## src/rtl/dls_pkg.sv

```systemverilog
package dls_pkg;

    typedef enum logic [2:0] {
        ST_IDLE,
        ST_SETUP,
        ST_STROBE,
        ST_HOLD,
        ST_CLEAR
    } dls_state_e;

    // Round an interval in nanoseconds up to whole clock cycles, never below one.
    function automatic int ns_to_cycles(longint unsigned ns, longint unsigned hz);
        longint unsigned c;
        c = (ns * hz + 64'd999_999_999) / 64'd1_000_000_000;
        if (c == 0) c = 1;
        return int'(c);
    endfunction

endpackage

```

## src/rtl/dls_interval.sv

```systemverilog
module dls_interval #(
    parameter int CNT_W = 8
) (
    input  logic             clk,
    input  logic             rst_n,
    input  logic             load,
    input  logic [CNT_W-1:0] load_val,
    output logic             expired
);
    logic [CNT_W-1:0] cnt_d, cnt_q;

    always_comb begin
        cnt_d = cnt_q;
        if (load)
            cnt_d = load_val;
        else if (cnt_q != '0)
            cnt_d = cnt_q - 1'b1;
    end

    always_ff @(posedge clk or negedge rst_n) begin
        if (!rst_n) cnt_q <= '0;
        else        cnt_q <= cnt_d;
    end

    assign expired = (cnt_q == '0);

    // A new interval is only started once the previous one has run out.
    assert_load_expired_R9: assert property (@(posedge clk) disable iff (!rst_n)
        load |-> expired);

endmodule

```

## src/rtl/dls_pick.sv

```systemverilog
module dls_pick (
    input  logic idle,
    input  logic wr_valid,
    input  logic clr_valid,
    output logic take_wr,
    output logic take_clr
);
    // Clear outranks write when both are offered together.
    always_comb begin
        take_clr = idle && clr_valid;
        take_wr  = idle && wr_valid && !clr_valid;
    end
endmodule

```

## src/rtl/digit_load_sequencer.sv

```systemverilog
module digit_load_sequencer #(
    parameter int          ADDR_W        = 2,
    parameter int          DATA_W        = 7,
    parameter longint      CLK_HZ        = 100_000_000,
    parameter longint      ADDR_SETUP_NS = 10,
    parameter longint      STROBE_NS     = 90,
    parameter longint      DATA_SETUP_NS = 50,
    parameter longint      HOLD_NS       = 40,
    parameter longint      CLEAR_NS      = 1_000_000
) (
    input  logic              clk,
    input  logic              rst_n,
    input  logic              wr_valid,
    input  logic [ADDR_W-1:0] wr_digit,
    input  logic [DATA_W-1:0] wr_char,
    input  logic              clr_valid,
    output logic              req_ready,
    output logic [ADDR_W-1:0] disp_addr,
    output logic [DATA_W-1:0] disp_data,
    output logic              disp_wr_n,
    output logic              disp_clr_n
);
    import dls_pkg::*;

    localparam int SETUP_CYC  = ns_to_cycles(ADDR_SETUP_NS, CLK_HZ);
    localparam int STRB_RAW   = ns_to_cycles(STROBE_NS, CLK_HZ);
    localparam int DSET_RAW   = ns_to_cycles(DATA_SETUP_NS, CLK_HZ);
    localparam int STRB_CYC   = (STRB_RAW > DSET_RAW) ? STRB_RAW : DSET_RAW;
    localparam int HOLD_CYC   = ns_to_cycles(HOLD_NS, CLK_HZ);
    localparam int CLR_CYC    = ns_to_cycles(CLEAR_NS, CLK_HZ);
    localparam int MAX_CYC    = (CLR_CYC > STRB_CYC) ? CLR_CYC : STRB_CYC;
    localparam int CNT_W      = $clog2(MAX_CYC + 1);

    typedef struct packed {
        dls_state_e        st;
        logic [ADDR_W-1:0] addr;
        logic [DATA_W-1:0] data;
        logic              wr_n;
        logic              clr_n;
    } seq_t;

    seq_t r_d, r_q;
    logic             tmr_load;
    logic [CNT_W-1:0] tmr_val;
    logic             tmr_expired;
    logic             take_wr, take_clr;
    logic             idle;

    assign idle = (r_q.st == ST_IDLE);

    dls_pick u_pick (
        .idle      (idle),
        .wr_valid  (wr_valid),
        .clr_valid (clr_valid),
        .take_wr   (take_wr),
        .take_clr  (take_clr)
    );

    dls_interval #(.CNT_W(CNT_W)) u_tmr (
        .clk      (clk),
        .rst_n    (rst_n),
        .load     (tmr_load),
        .load_val (tmr_val),
        .expired  (tmr_expired)
    );

    always_comb begin
        r_d      = r_q;
        tmr_load = 1'b0;
        tmr_val  = '0;
        case (r_q.st)
            ST_IDLE: begin
                if (take_clr) begin
                    r_d.st    = ST_CLEAR;
                    r_d.clr_n = 1'b0;
                    tmr_load  = 1'b1;
                    tmr_val   = CNT_W'(CLR_CYC - 1);
                end else if (take_wr) begin
                    r_d.st   = ST_SETUP;
                    r_d.addr = wr_digit;
                    r_d.data = wr_char;
                    tmr_load = 1'b1;
                    tmr_val  = CNT_W'(SETUP_CYC - 1);
                end
            end
            ST_SETUP: if (tmr_expired) begin
                r_d.st   = ST_STROBE;
                r_d.wr_n = 1'b0;
                tmr_load = 1'b1;
                tmr_val  = CNT_W'(STRB_CYC - 1);
            end
            ST_STROBE: if (tmr_expired) begin
                r_d.st   = ST_HOLD;
                r_d.wr_n = 1'b1;
                tmr_load = 1'b1;
                tmr_val  = CNT_W'(HOLD_CYC - 1);
            end
            ST_HOLD: if (tmr_expired) begin
                r_d.st = ST_IDLE;
            end
            ST_CLEAR: if (tmr_expired) begin
                r_d.st    = ST_IDLE;
                r_d.clr_n = 1'b1;
            end
            default: begin
                r_d.st    = ST_IDLE;
                r_d.wr_n  = 1'b1;
                r_d.clr_n = 1'b1;
            end
        endcase
    end

    always_ff @(posedge clk or negedge rst_n) begin
        if (!rst_n) begin
            r_q.st    <= ST_IDLE;
            r_q.addr  <= '0;
            r_q.data  <= '0;
            r_q.wr_n  <= 1'b1;
            r_q.clr_n <= 1'b1;
        end else begin
            r_q <= r_d;
        end
    end

    assign req_ready  = idle;
    assign disp_addr  = r_q.addr;
    assign disp_data  = r_q.data;
    assign disp_wr_n  = r_q.wr_n;
    assign disp_clr_n = r_q.clr_n;

    // Run-length counters used only by the assertions below.
    logic [CNT_W-1:0] wr_run_d, wr_run_q, clr_run_d, clr_run_q;

    always_comb begin
        wr_run_d  = disp_wr_n  ? '0 : wr_run_q + 1'b1;
        clr_run_d = disp_clr_n ? '0 : clr_run_q + 1'b1;
    end

    always_ff @(posedge clk or negedge rst_n) begin
        if (!rst_n) begin
            wr_run_q  <= '0;
            clr_run_q <= '0;
        end else begin
            wr_run_q  <= wr_run_d;
            clr_run_q <= clr_run_d;
        end
    end

    assert_addr_set_before_strobe_R2: assert property (@(posedge clk) disable iff (!rst_n)
        $fell(disp_wr_n) |-> ($stable(disp_addr) && $stable(disp_data)));

    assert_strobe_width_R3: assert property (@(posedge clk) disable iff (!rst_n)
        $rose(disp_wr_n) |-> (wr_run_q == CNT_W'(STRB_CYC)));

    assert_lines_frozen_R4: assert property (@(posedge clk) disable iff (!rst_n)
        !req_ready |=> ($stable(disp_addr) && $stable(disp_data)));

    assert_clear_width_R5: assert property (@(posedge clk) disable iff (!rst_n)
        $rose(disp_clr_n) |-> (clr_run_q == CNT_W'(CLR_CYC)));

    assert_busy_not_ready_R6: assert property (@(posedge clk) disable iff (!rst_n)
        (!disp_wr_n || !disp_clr_n) |-> !req_ready);

    assert_clear_wins_R7: assert property (@(posedge clk) disable iff (!rst_n)
        (req_ready && clr_valid) |=> (!disp_clr_n && disp_wr_n));

    assert_no_overlap_R7: assert property (@(posedge clk) disable iff (!rst_n)
        disp_wr_n || disp_clr_n);

endmodule

```

## config.mk

```make
export PLATFORM = sky130hd
export DESIGN_NAME = digit_load_sequencer
export DESIGN_NICKNAME = d
export VERILOG_FILES = /design/src/rtl/dls_pkg.sv /design/src/rtl/dls_interval.sv /design/src/rtl/dls_pick.sv /design/src/rtl/digit_load_sequencer.sv
export SDC_FILE = /design/constraint.sdc
export NUM_CORES = 1
export LEC_CHECK = 0
export ABC_AREA = 1
export BUFFER_PORTS_ARGS = -buffer_cell sky130_fd_sc_hd__buf_2
export CAP_MARGIN = 20
export CORE_ASPECT_RATIO = 1.5
export CORE_UTILIZATION = 47
export CTS_BUF_LIST = sky130_fd_sc_hd__clkbuf_4 sky130_fd_sc_hd__clkbuf_8 sky130_fd_sc_hd__clkbuf_16
export DETAILED_ROUTE_END_ITERATION = 10
export PLACE_DENSITY_LB_ADDON = 0.1
export RECOVER_POWER = 50
export SLEW_MARGIN = 10
export SYNTH_ARGS = -nofsm -noshare
export SYNTH_HDL_FRONTEND = slang
export SYNTH_HIERARCHICAL = 1
export SYNTH_SLANG_ARGS = --single-unit
```

## constraint.sdc

```tcl
create_clock -name clk -period 2.8 [get_ports clk]
set_input_delay 0.42 -clock clk [delete_from_list [all_inputs] [get_ports clk]]
set_output_delay 0.42 -clock clk [all_outputs]
set_load 0.02 [all_outputs]
```

==> Word level (Yosys, flattened, before mapping) <==
Index checks and enable logic that the tools add are counted.
{ "totals": {"regBits": 31, "elab_cells": 57, "input_bits": 13, "output_inout_bits": 12} }
{ "op_classes": {"add_sub_neg": 1, "muxes": 21, "eq_ne": 10, "reduce_logical": 16, "bitwise_logic": 3} }
{ "op_table": {"columns": ["cell", "n"], "rows": [
  ["2-to-1 mux 17 bit", 3],
  ["case mux 17 bit (3 select lines)", 1],
  ["logical NOT 17 bit", 1],
  ["nonzero test 17 bit", 1],
  ["subtractor 17 x 1 -> 17 bit, second input constant", 1],
  ["2-to-1 mux 12 bit", 1],
  ["2-to-1 mux 3 bit", 4],
  ["case mux 3 bit (4 select lines)", 1],
  ["AND reduction 3 bit", 3],
  ["!= test 2 bit, second input constant", 4],
  ["equality test 3 x 2 -> 1 bit, second input constant", 2],
  ["2-to-1 mux 1 bit", 6],
  ["case mux 1 bit (3 select lines)", 2],
  ["OR reduction 3 bit", 2],
  ["2-to-1 mux 4 bit", 1],
  ["AND reduction 4 bit", 1],
  ["OR reduction 2 bit", 2],
  ["equality test 3 x 1 -> 1 bit, second input constant", 1],
  ["equality test 3 bit, second input constant", 1],
  ["logical AND 1 bit", 3],
  ["logical NOT 3 bit", 1],
  ["!= test 3 bit, second input constant", 1],
  ["NOT 1 bit", 3],
  ["2-to-1 mux 2 bit", 1],
  ["4 further kinds", 4]
]} }

==> Logic depth before layout (Yosys ltp) <==
Gate-level depths: netlist of run 1.
{ "logic_depth": {"ltp_word": 7, "ltp_mapped": 14, "ltp_nobuf": 13} }

==> Modules after synthesis <==
The synthesis of run 1 kept the hierarchy.
{ "by_module_without_submodules": {"columns": ["module", "cells_per_inst", "n_inst", "seq_area_each_um2", "area_per_inst_um2"], "rows": [
  ["dls_interval", 170, 1, 425.4, 1181.1],
  ["digit_load_sequencer", 91, 1, 352.8, 774.5],
  ["dls_pick", 4, 1, 0.0, 17.5]
]} }

==> Worst setup path after synthesis of run 1 <==
No wires, ideal clock.
{ "synth_timing": {"path_kind": "register to register", "start": "register u_tmr.cnt_q[0]", "end": "register u_tmr.cnt_q[1]", "setup_time_ps": 126, "setup_slack_ps": 627, "t_arrival_ps": 2047, "stages_incl_launch_ff": 13, "required_time_ps": 2674, "n_path_buf": 1, "period_less_slack_ps": 2173, "cell_sequence": "dfrtp_1 > inv_1 > ha_1 > nand2_2 > nor2_4 > nand3_1 > nor3_1 > nand2_1 > nand2_1 > clkbuf_1 > o21ai_0 > nand2_1 > o21ai_0"} }
{ "synth_between": {"elab_chain_cells": 4, "word_cells_on_any_way": 10, "classes_between": "add/sub (1); mux (6); reduce/logical (3)"} }
{ "synth_rtl": {"columns": ["item", "line", "rtl"], "rows": [
  ["start: declaration", "dls_interval.sv:10", "logic [CNT_W-1:0] cnt_d, cnt_q;"],
  ["start signal: assignment", "dls_interval.sv:22", "else cnt_q <= cnt_d;"],
  ["logical NOT 17 bit *", "dls_interval.sv:25", "assign expired = (cnt_q == '0);"],
  ["via tmr_expired", "digit_load_sequencer.sv:45", "logic tmr_expired;"],
  ["2-to-1 mux 1 bit *", "digit_load_sequencer.sv:86, digit_load_sequencer.sv:92", null],
  ["case mux 1 bit (2 select lines) *", "digit_load_sequencer.sv:71", "case (r_q.st)"],
  ["via tmr_load", "digit_load_sequencer.sv:43", "logic tmr_load;"],
  ["2-to-1 mux 17 bit or nonzero test 2 bit (tied branches)", null, null]
]} }
Mark *: on every way through the listed nets, which the timed path passes. The rest lies on a longest branch. The select of a mux whose other input is x is not followed.
A chain may end at the register's enable or synchronous reset.

==> Worst setup path in the final report of run 1 <==
{ "layout_timing": {"start": "register u_tmr.cnt_q[0]", "end": "register u_tmr.cnt_q[7]"} }
Same word-level chain as after synthesis.

==> run summary, run 1 <==
GLOBAL ROUTING
--------------------------------------------------------------------------------------
Overflow after GRT                                                                   0
Number of antenna violations at the first check in global routing                    0
Maximum number of pins on one net before global-route repair                        32
Vias in the first global route                                                    1567
First-pass GRT wire length                                                     6768 um
Global-route usage over all layers                                              0.2147

ROUTING
--------------------------------------------------------------------------------------
Average vias per placed instance                                                 4.866
First-pass DRT Iterations                                                            4
Total vias in the final route                                                     1640
Iteration-0 DRC Markers                                                             33
Drt total wl                                                                   3865 um
DR DRC count                                                                         0
Drt wl/cell                                                                   11.47 um
Remaining antenna violation count after routing                                      0

PLACEMENT
--------------------------------------------------------------------------------------
Final HPWL DP                                                                  2861 um
Number of port buffers                                                              24
Routability-driven placement congestion ratio                                   0.8565
Worst setup timing slack at the placement stage                              0.3565 ns

CLOCK TREE
--------------------------------------------------------------------------------------
Total number of clock tree sinks                                                    31
Maximum clock insertion buffer count                                                 2
Number of buffers inserted for hold repair after clock tree synthesis                0
CTS-repair resized insts                                                             0
Setup bufs post-CTS                                                                  0
CTS Buf Count                                                                        5
TritonCTS clock tree                                                               yes
Reg clk slew, reported paths                                                   0.07 ns
Library cell used as clock root buffer                                    sky130_fd_sc_hd__clkbuf_8
Deepest level of the CTS H-tree                                                      2
Insertion delay to the later sink of the worst-skew pair                       0.29 ns

SYNTH
--------------------------------------------------------------------------------------
Ys flop type                                                              sky130_fd_sc_hd__dfrtp_1
Total of flip-flops plus latches after synthesis                                    31
Post-Syn Area                                                                1973 um^2
Post-Syn Area per Cell                                                      7.446 um^2
Fraction of synthesis flops using an asynchronous set or reset pin               1.000
Number of distinct standard cells referenced by the synthesized netlist             29
Portion of the post-synthesis area used by sequential elements                  0.3944
Cell count after synthesis                                                         265
Yosys warning total                                                                  6
Count of flip-flops with a built-in enable after synthesis                           0

FINISH
--------------------------------------------------------------------------------------
Proportion of layout cells with a drive suffix above 1                          0.2192
Ant diodes                                                                           0
Post-layout nets                                                                   305
Most frequent cells in the layout                                         sky130_fd_sc_hd__nand2_1 (82), sky130_fd_sc_hd__inv_1 (35), sky130_fd_sc_hd__dfrtp_1 (29)
Area added between synthesis and finish                                         11.10%
Most common cell after layout, fill and taps aside                        sky130_fd_sc_hd__nand2_1

STA
--------------------------------------------------------------------------------------
Max-Slew Margin vs Limit                                                       -0.1038
Final worst-path setup slack                                                 0.3467 ns
Fmax                                                                        0.4076 GHz
Final hold vios                                                                      0
Setup repair after global routing missed its margin                                 no
Slew of the pin with the lowest slew margin                                   1.656 ns
Final setup fails                                                                    0
Summed negative setup slack over all endpoints                                    0 ns
Final worst path period share                                                   0.8762
Worst clock skew                                                           0.007820 ns
Final period demand of the worst path                                         2.453 ns
Total count of max-transition violations in the final report                        32

OUTCOME
--------------------------------------------------------------------------------------
Status                                                                    finished with violations
Violated checks                                                           capacitance limit, slew limit

FLOORPLANNING
--------------------------------------------------------------------------------------
Floorplan die width                                                           54.91 um
Placeable core region                                                        3994 um^2
Effective utilization at floorplan                                              0.4940
Row count                                                                           28
Height of the die                                                             81.36 um
Number of top-level design ports                                                    25
Die ar.                                                                      4467 um^2

POWER AND IR DROP
--------------------------------------------------------------------------------------
Pwr per Cell Area                                                         1072 nW/um^2
Cell leakage power                                                            1.111 nW
Peak supply drop                                                           0.0007013 V

WORST SETUP PATH
--------------------------------------------------------------------------------------
Largest fanout of any net on the critical path                                      14
Worst Setup Start Kind                                                       flip-flop
Data arrival time at the worst-slack endpoint                                  2.66 ns
Data required time at the worst endpoint                                       3.00 ns
Critical path endpoint category                                              flip-flop
Category of the most critical setup path                                  flip-flop to flip-flop

HOLD PATH
--------------------------------------------------------------------------------------
Path category of the worst min-delay check                                primary input to flip-flop

FLOW RUN
--------------------------------------------------------------------------------------
Max-cap viol count                                                                   1

-- kinds of logic after synthesis --
logic type                 synth area share
and+or+nand+nor                      0.3323
AOI/OAI and AO/OA                    0.1357
adders and majority gates          0.006340
buffers and inverters                0.1294
DFF                                  0.3944
other                              0.001901
-- area by class of cell --
class	count	area, um^2
Inverter	37	143.9
Clock inverter	2	35.03
Fill cell	432	1802
Sequential cell	31	778.2
Timing Repair Buffer	27	133.9
Clock buffer	6	82.58
Multi-Input combinational cell	189	962.2
Tap cell	45	56.30
-- where the power goes --
part	switching (mW)	internal (mW)
logic	0.682	0.390
clock network	0.173	0.288
registers	0.173	0.645
-- state kept, by name, indices dropped and copies added, names as in the netlist --
| register | count |
|---|---|
| u_tmr/cnt_q | 17 |
| disp_data | 7 |
| r_q | 3 |
| disp_addr | 2 |
| disp_clr_n | 1 |
| disp_wr_n | 1 |
-- final timing paths --
kind / from / endpoint / slack [ns] / cells past startpoint
setup / recovery: u_tmr/cnt_q[0] / u_tmr/cnt_q[7] / 0.35 / 12
hold / removal: wr_char[3] / disp_data[3] / 0.37 / 3
setup reg to reg: u_tmr/cnt_q[0] / u_tmr/cnt_q[7] / 0.35 / 12
hold reg to reg: disp_clr_n / disp_clr_n / 0.47 / 2
max in group asynchronous: rst_n / r_q[11] / 1.29 / 1
min in group asynchronous: rst_n / u_tmr/cnt_q[13] / 0.55 / 1
-- cells in the mapped netlist, types with 3 or more instances --
cell / count / area share
sky130_fd_sc_hd__nand2_1: 82 / 0.16
sky130_fd_sc_hd__nor2_2: 3 / 0.0095
sky130_fd_sc_hd__nor2_1: 22 / 0.042
sky130_fd_sc_hd__nand3_1: 21 / 0.053
sky130_fd_sc_hd__a21oi_1: 7 / 0.018
sky130_fd_sc_hd__nor2_4: 5 / 0.029
sky130_fd_sc_hd__o21ai_0: 12 / 0.030
sky130_fd_sc_hd__o21ai_2: 9 / 0.040
sky130_fd_sc_hd__a21oi_2: 9 / 0.040
sky130_fd_sc_hd__dfrtp_1: 29 / 0.37
sky130_fd_sc_hd__buf_4: 9 / 0.034
sky130_fd_sc_hd__inv_1: 35 / 0.067
-- metrics by stage --
step,cells,util,hold slack (ns),instance area [um^2],total power [mW]
floorplan,271,-,0.1244,1996,1.732
global placement,329,0.5216,0.4539,2083,1.911
detailed placement,329,0.5216,0.4572,2083,1.924
CTS,337,0.5511,0.2019,2201,2.397
global route,337,0.5489,0.3685,2192,2.600
finish,337,0.5489,0.3704,2192,2.350
-- critical path: stages, from the launching register on --
cell	delay [ns]
sky130_fd_sc_hd__dfrtp_1	0.37
sky130_fd_sc_hd__inv_1	0.10
sky130_fd_sc_hd__ha_1	0.21
sky130_fd_sc_hd__nand2_2	0.10
sky130_fd_sc_hd__nor2_4	0.20
sky130_fd_sc_hd__nand3_1	0.14
sky130_fd_sc_hd__nor3_1	0.25
sky130_fd_sc_hd__nand2_1	0.11
sky130_fd_sc_hd__nand2_1	0.09
sky130_fd_sc_hd__inv_1	0.22
sky130_fd_sc_hd__nand4_4	0.24
sky130_fd_sc_hd__clkinv_4	0.17
sky130_fd_sc_hd__a21oi_1	0.17
-- routing by layer --
| layer | vias up | GRT usage | wire length, um |
|---|---|---|---|
| met5 | - | 0 | 0 |
| met4 | 0 | 0.1050 | 85 |
| met3 | 6 | 0.04494 | 98 |
| met2 | 26 | 0.3735 | 2048 |
| met1 | 746 | 0.2360 | 1633 |
| li1 | 862 | - | - |
Note: power is estimated with default switching activity, not from simulation.
==> inputs of run 2 (changes only) <==
--- a/config.mk
+++ b/config.mk
@@ -17,5 +17,4 @@
 export SLEW_MARGIN = 10
 export SYNTH_ARGS = -nofsm -noshare
 export SYNTH_HDL_FRONTEND = slang
-export SYNTH_HIERARCHICAL = 1
 export SYNTH_SLANG_ARGS = --single-unit
==> run 2 against run 1 <==
Critical endpoint is now req_ready; global-route usage down 0.28 points; worst setup slack improved by 0.80 ns; the flow still finishes with violations (capacitance limit, slew limit); die area decreased by 8.5%; via count decreased by 8.2%; cell count is 11% lower; utilization down 1.0 points; flip-flop and latch count unchanged; clock power shrank 21%; critical path type is now flip-flop to output port; largest power group unchanged; sequential share of layout area grew 3.7 points; sequential power shrank 4.4%; critical path depth down 8.
==> run summary, run 2 <==
SYNTH
--------------------------------------------------------------------------------------
Ys flop type                                                              sky130_fd_sc_hd__dfrtp_1
Number of distinct standard cells referenced by the synthesized netlist             27
Cell type with the largest total area after synthesis                     sky130_fd_sc_hd__dfrtp_1
Total of flip-flops plus latches after synthesis                                    31
Cell count after synthesis                                                         235
Post-Syn Area                                                                1800 um^2
Most frequent cell after synthesis                                        sky130_fd_sc_hd__nand2_1
Fraction of synthesis flops using an asynchronous set or reset pin               1.000
Portion of the post-synthesis area used by sequential elements                  0.4322
Most common library cells after synthesis                                 sky130_fd_sc_hd__nand2_1 (86), sky130_fd_sc_hd__dfrtp_1 (29), sky130_fd_sc_hd__nor2_1 (28)
Post-Syn Area per Cell                                                      7.662 um^2
Leading cell types by total area after synthesis                          sky130_fd_sc_hd__dfrtp_1 (40%), sky130_fd_sc_hd__nand2_1 (18%), sky130_fd_sc_hd__nor2_1 (5.8%), sky130_fd_sc_hd__buf_4 (3.8%), sky130_fd_sc_hd__dfstp_2 (2.9%)
Proportion of netlist area held by the largest area contributor                 0.4031
Yosys warning total                                                                  0
Count of flip-flops with a built-in enable after synthesis                           0
Total nets after synthesis                                                         250

OUTCOME
--------------------------------------------------------------------------------------
Status                                                                    finished with violations
Violated checks                                                           capacitance limit, slew limit

GLOBAL ROUTING
--------------------------------------------------------------------------------------
Routing layer with the top usage in global route                                  met2
Global Route met3 Usage                                                        0.04706
Maximum number of pins on one net before global-route repair                        32
First-pass GRT wire length                                                     6396 um
Global-route usage over all layers                                              0.2120
GR Util met2                                                                    0.3646
Number of antenna violations at the first check in global routing                    0
Overflow after GRT                                                                   0
Vias in the first global route                                                    1461
Met1 usage                                                                      0.2497

STA
--------------------------------------------------------------------------------------
Final worst path period share                                                   0.5913
Final setup fails                                                                    0
Setup repair after global routing missed its margin                                 no
Final hold vios                                                                      0
Max-Slew Margin vs Limit                                                      -0.07093
Total count of max-transition violations in the final report                        32
Final worst-path setup slack                                                  1.144 ns
Summed negative setup slack over all endpoints                                    0 ns
Final period demand of the worst path                                         1.656 ns
Slew of the pin with the lowest slew margin                                   1.606 ns
Worst clock skew                                                           0.009862 ns
Fmax                                                                        0.6040 GHz

ROUTING
--------------------------------------------------------------------------------------
First-pass DRT Iterations                                                            4
DR DRC count                                                                         0
Drt total wl                                                                   3658 um
Iteration-0 DRC Markers                                                             52
Total vias in the final route                                                     1506
Drt wl/cell                                                                   12.19 um
Remaining antenna violation count after routing                                      0
Average vias per placed instance                                                 5.020

HOLD PATH
--------------------------------------------------------------------------------------
Path category of the worst min-delay check                                primary input to flip-flop
Count of cells along the worst hold path                                             3

FLOORPLANNING
--------------------------------------------------------------------------------------
Height of the die                                                             77.81 um
Row count                                                                           27
Floorplan die width                                                           52.54 um
Placeable core region                                                        3682 um^2
Number of top-level design ports                                                    25
Effective utilization at floorplan                                              0.4890
Die ar.                                                                      4087 um^2

CLOCK TREE
--------------------------------------------------------------------------------------
Total number of clock tree sinks                                                    31
Number of buffers inserted for hold repair after clock tree synthesis                0
Insertion delay to the later sink of the worst-skew pair                       0.28 ns
Deepest level of the CTS H-tree                                                      2
TritonCTS clock tree                                                               yes
CTS-repair resized insts                                                             0
Reg clk slew, reported paths                                                   0.07 ns
Setup bufs post-CTS                                                                  0
Library cell used as clock root buffer                                    sky130_fd_sc_hd__clkbuf_8
CTS Buf Count                                                                        5
Maximum clock insertion buffer count                                                 2

POWER AND IR DROP
--------------------------------------------------------------------------------------
Internal Power                                                                1.200 mW
Pwr per Cell Area                                                         1116 nW/um^2
Part of the power in registers                                                   0.353
Peak supply drop                                                           0.0006152 V
Net switching power                                                           1.015 mW
Clock group share of total power                                                 0.164
Power share of the combinational group                                           0.483
Cell leakage power                                                            1.022 nW
Switching share of power                                                        0.4581

WORST SETUP PATH
--------------------------------------------------------------------------------------
Cell count of the worst reg-to-reg path                                              8
Cell with the largest stage delay on the worst path                       sky130_fd_sc_hd__dfrtp_1
Critical path's top delay family                                            flip-flops
Category of the most critical setup path                                  flip-flop to output port
Worst Setup Start Kind                                                       flip-flop
Data required time at the worst endpoint                                       2.38 ns
Slowest Stage Delay on Critical Path                                           0.42 ns
Data arrival time at the worst-slack endpoint                                  1.24 ns
Total stage count of the critical path                                               4
Critical path endpoint category                                            output port
Largest fanout of any net on the critical path                                       5
Number of buffers and inverters on the critical path                                 2
Crit-path cells                                                           nor2_1 > inv_2 > nor2_4 > buf_2

FINISH
--------------------------------------------------------------------------------------
Area added between synthesis and finish                                         10.22%
Most frequent cells in the layout                                         sky130_fd_sc_hd__nand2_1 (86), sky130_fd_sc_hd__dfrtp_1 (29), sky130_fd_sc_hd__nor2_1 (28)
Proportion of layout cells with a drive suffix above 1                          0.1829
Non-filler cells in the finished layout                                            300
Post-layout nets                                                                   271
Number of flip-flops in the largest register                                        17
Most common cell after layout, fill and taps aside                        sky130_fd_sc_hd__nand2_1
Ant diodes                                                                           0
Largest reg by FF count                                                    u_tmr.cnt_q

FLOW RUN
--------------------------------------------------------------------------------------
Max-cap viol count                                                                   1

PLACEMENT
--------------------------------------------------------------------------------------
Routability-driven placement congestion ratio                                   0.8134
Worst setup timing slack at the placement stage                               1.127 ns
Placed insts                                                                       292
Final HPWL DP                                                                  2762 um
Number of port buffers                                                              24

run 2: cell types whose count changed after synthesis, moves of 6 or more:
cell,delta
sky130_fd_sc_hd__o21ai_0,-11
sky130_fd_sc_hd__a21oi_2,-9
sky130_fd_sc_hd__nand3_1,-12
sky130_fd_sc_hd__o21ai_2,-8
sky130_fd_sc_hd__nor2_1,+6
sky130_fd_sc_hd__inv_1,-22
sky130_fd_sc_hd__xor2_1,+6
sky130_fd_sc_hd__nor3_1,+6
run 2: path summary, 6_finish.rpt:
path,end,startpoint,slack (ns)
min in group asynchronous,u_tmr.cnt_q[9],rst_n,0.54
setup / recovery,req_ready,r_q[11],1.14
hold / removal,disp_data[4],wr_char[4],0.33
setup reg to reg,r_q[12],r_q[11],1.15
hold reg to reg,disp_data[1],disp_data[1],0.47
max in group asynchronous,disp_data[2],rst_n,1.32
run 2: layout make-up:
class	count	area (um^2)
fillers	378	1698
clock buffers	8	91.34
repair buffers	24	111.4
flip-flops and latches	31	778.2
well taps	43	53.80
inverters	20	75.07
multi-input cells	174	874.6
run 2: logic make-up after synthesis:
logic type      Yosys count  share of synthesized area
compound gates           13                    0.03961
flops                    31                     0.4322
buf+inv                  30                    0.08199
xor+xnor                 10                    0.04864
fa+ha+maj                 2                    0.01390
simple gates            149                     0.3836
run 2: power by group through the flow:
| stage | Sequential (mW) | Combinational (mW) | Clock, mW |
|---|---|---|---|
| 2_1_floorplan | 0.755 | 0.929 | 0 |
| 3_3_place_gp | 0.782 | 1.08 | 0 |
| 3_5_place_dp | 0.782 | 1.09 | 0 |
| 4_1_cts | 0.780 | 1.10 | 0.375 |
| 5_1_grt | 0.803 | 1.23 | 0.391 |
| 6_report | 0.782 | 1.07 | 0.362 |
run 2: layer usage:
metal  vias up  wire (um)
met3         7        136
met2        42       1943
met5         -          0
li1        763          -
met1       694       1511
met4         0         67
run 2: worst reg2reg max path, cell delays in order, from the launching register on:
cell and delay (ns):
sky130_fd_sc_hd__dfrtp_1 0.42, sky130_fd_sc_hd__nor2_1 0.14, sky130_fd_sc_hd__inv_2 0.08, sky130_fd_sc_hd__nor2_4 0.14, sky130_fd_sc_hd__nand3_1 0.36, sky130_fd_sc_hd__nand3_1 0.22, sky130_fd_sc_hd__nand2_1 0.09, sky130_fd_sc_hd__nand2_1 0.06
sky130_fd_sc_hd__nand2_1 0.05
run 2: per-stage QoR:
step	total power, mW	util	cell area, um^2	hold slack [ns]
after detailed placement	1.875	0.5165	1902	0.4597
after global routing	2.422	0.5389	1984	0.3309
after global placement	1.864	0.5165	1902	0.4566
after floorplan	1.684	-	1800	0.1244
final	2.215	0.5389	1984	0.3316
after CTS	2.250	0.5413	1993	0.2012
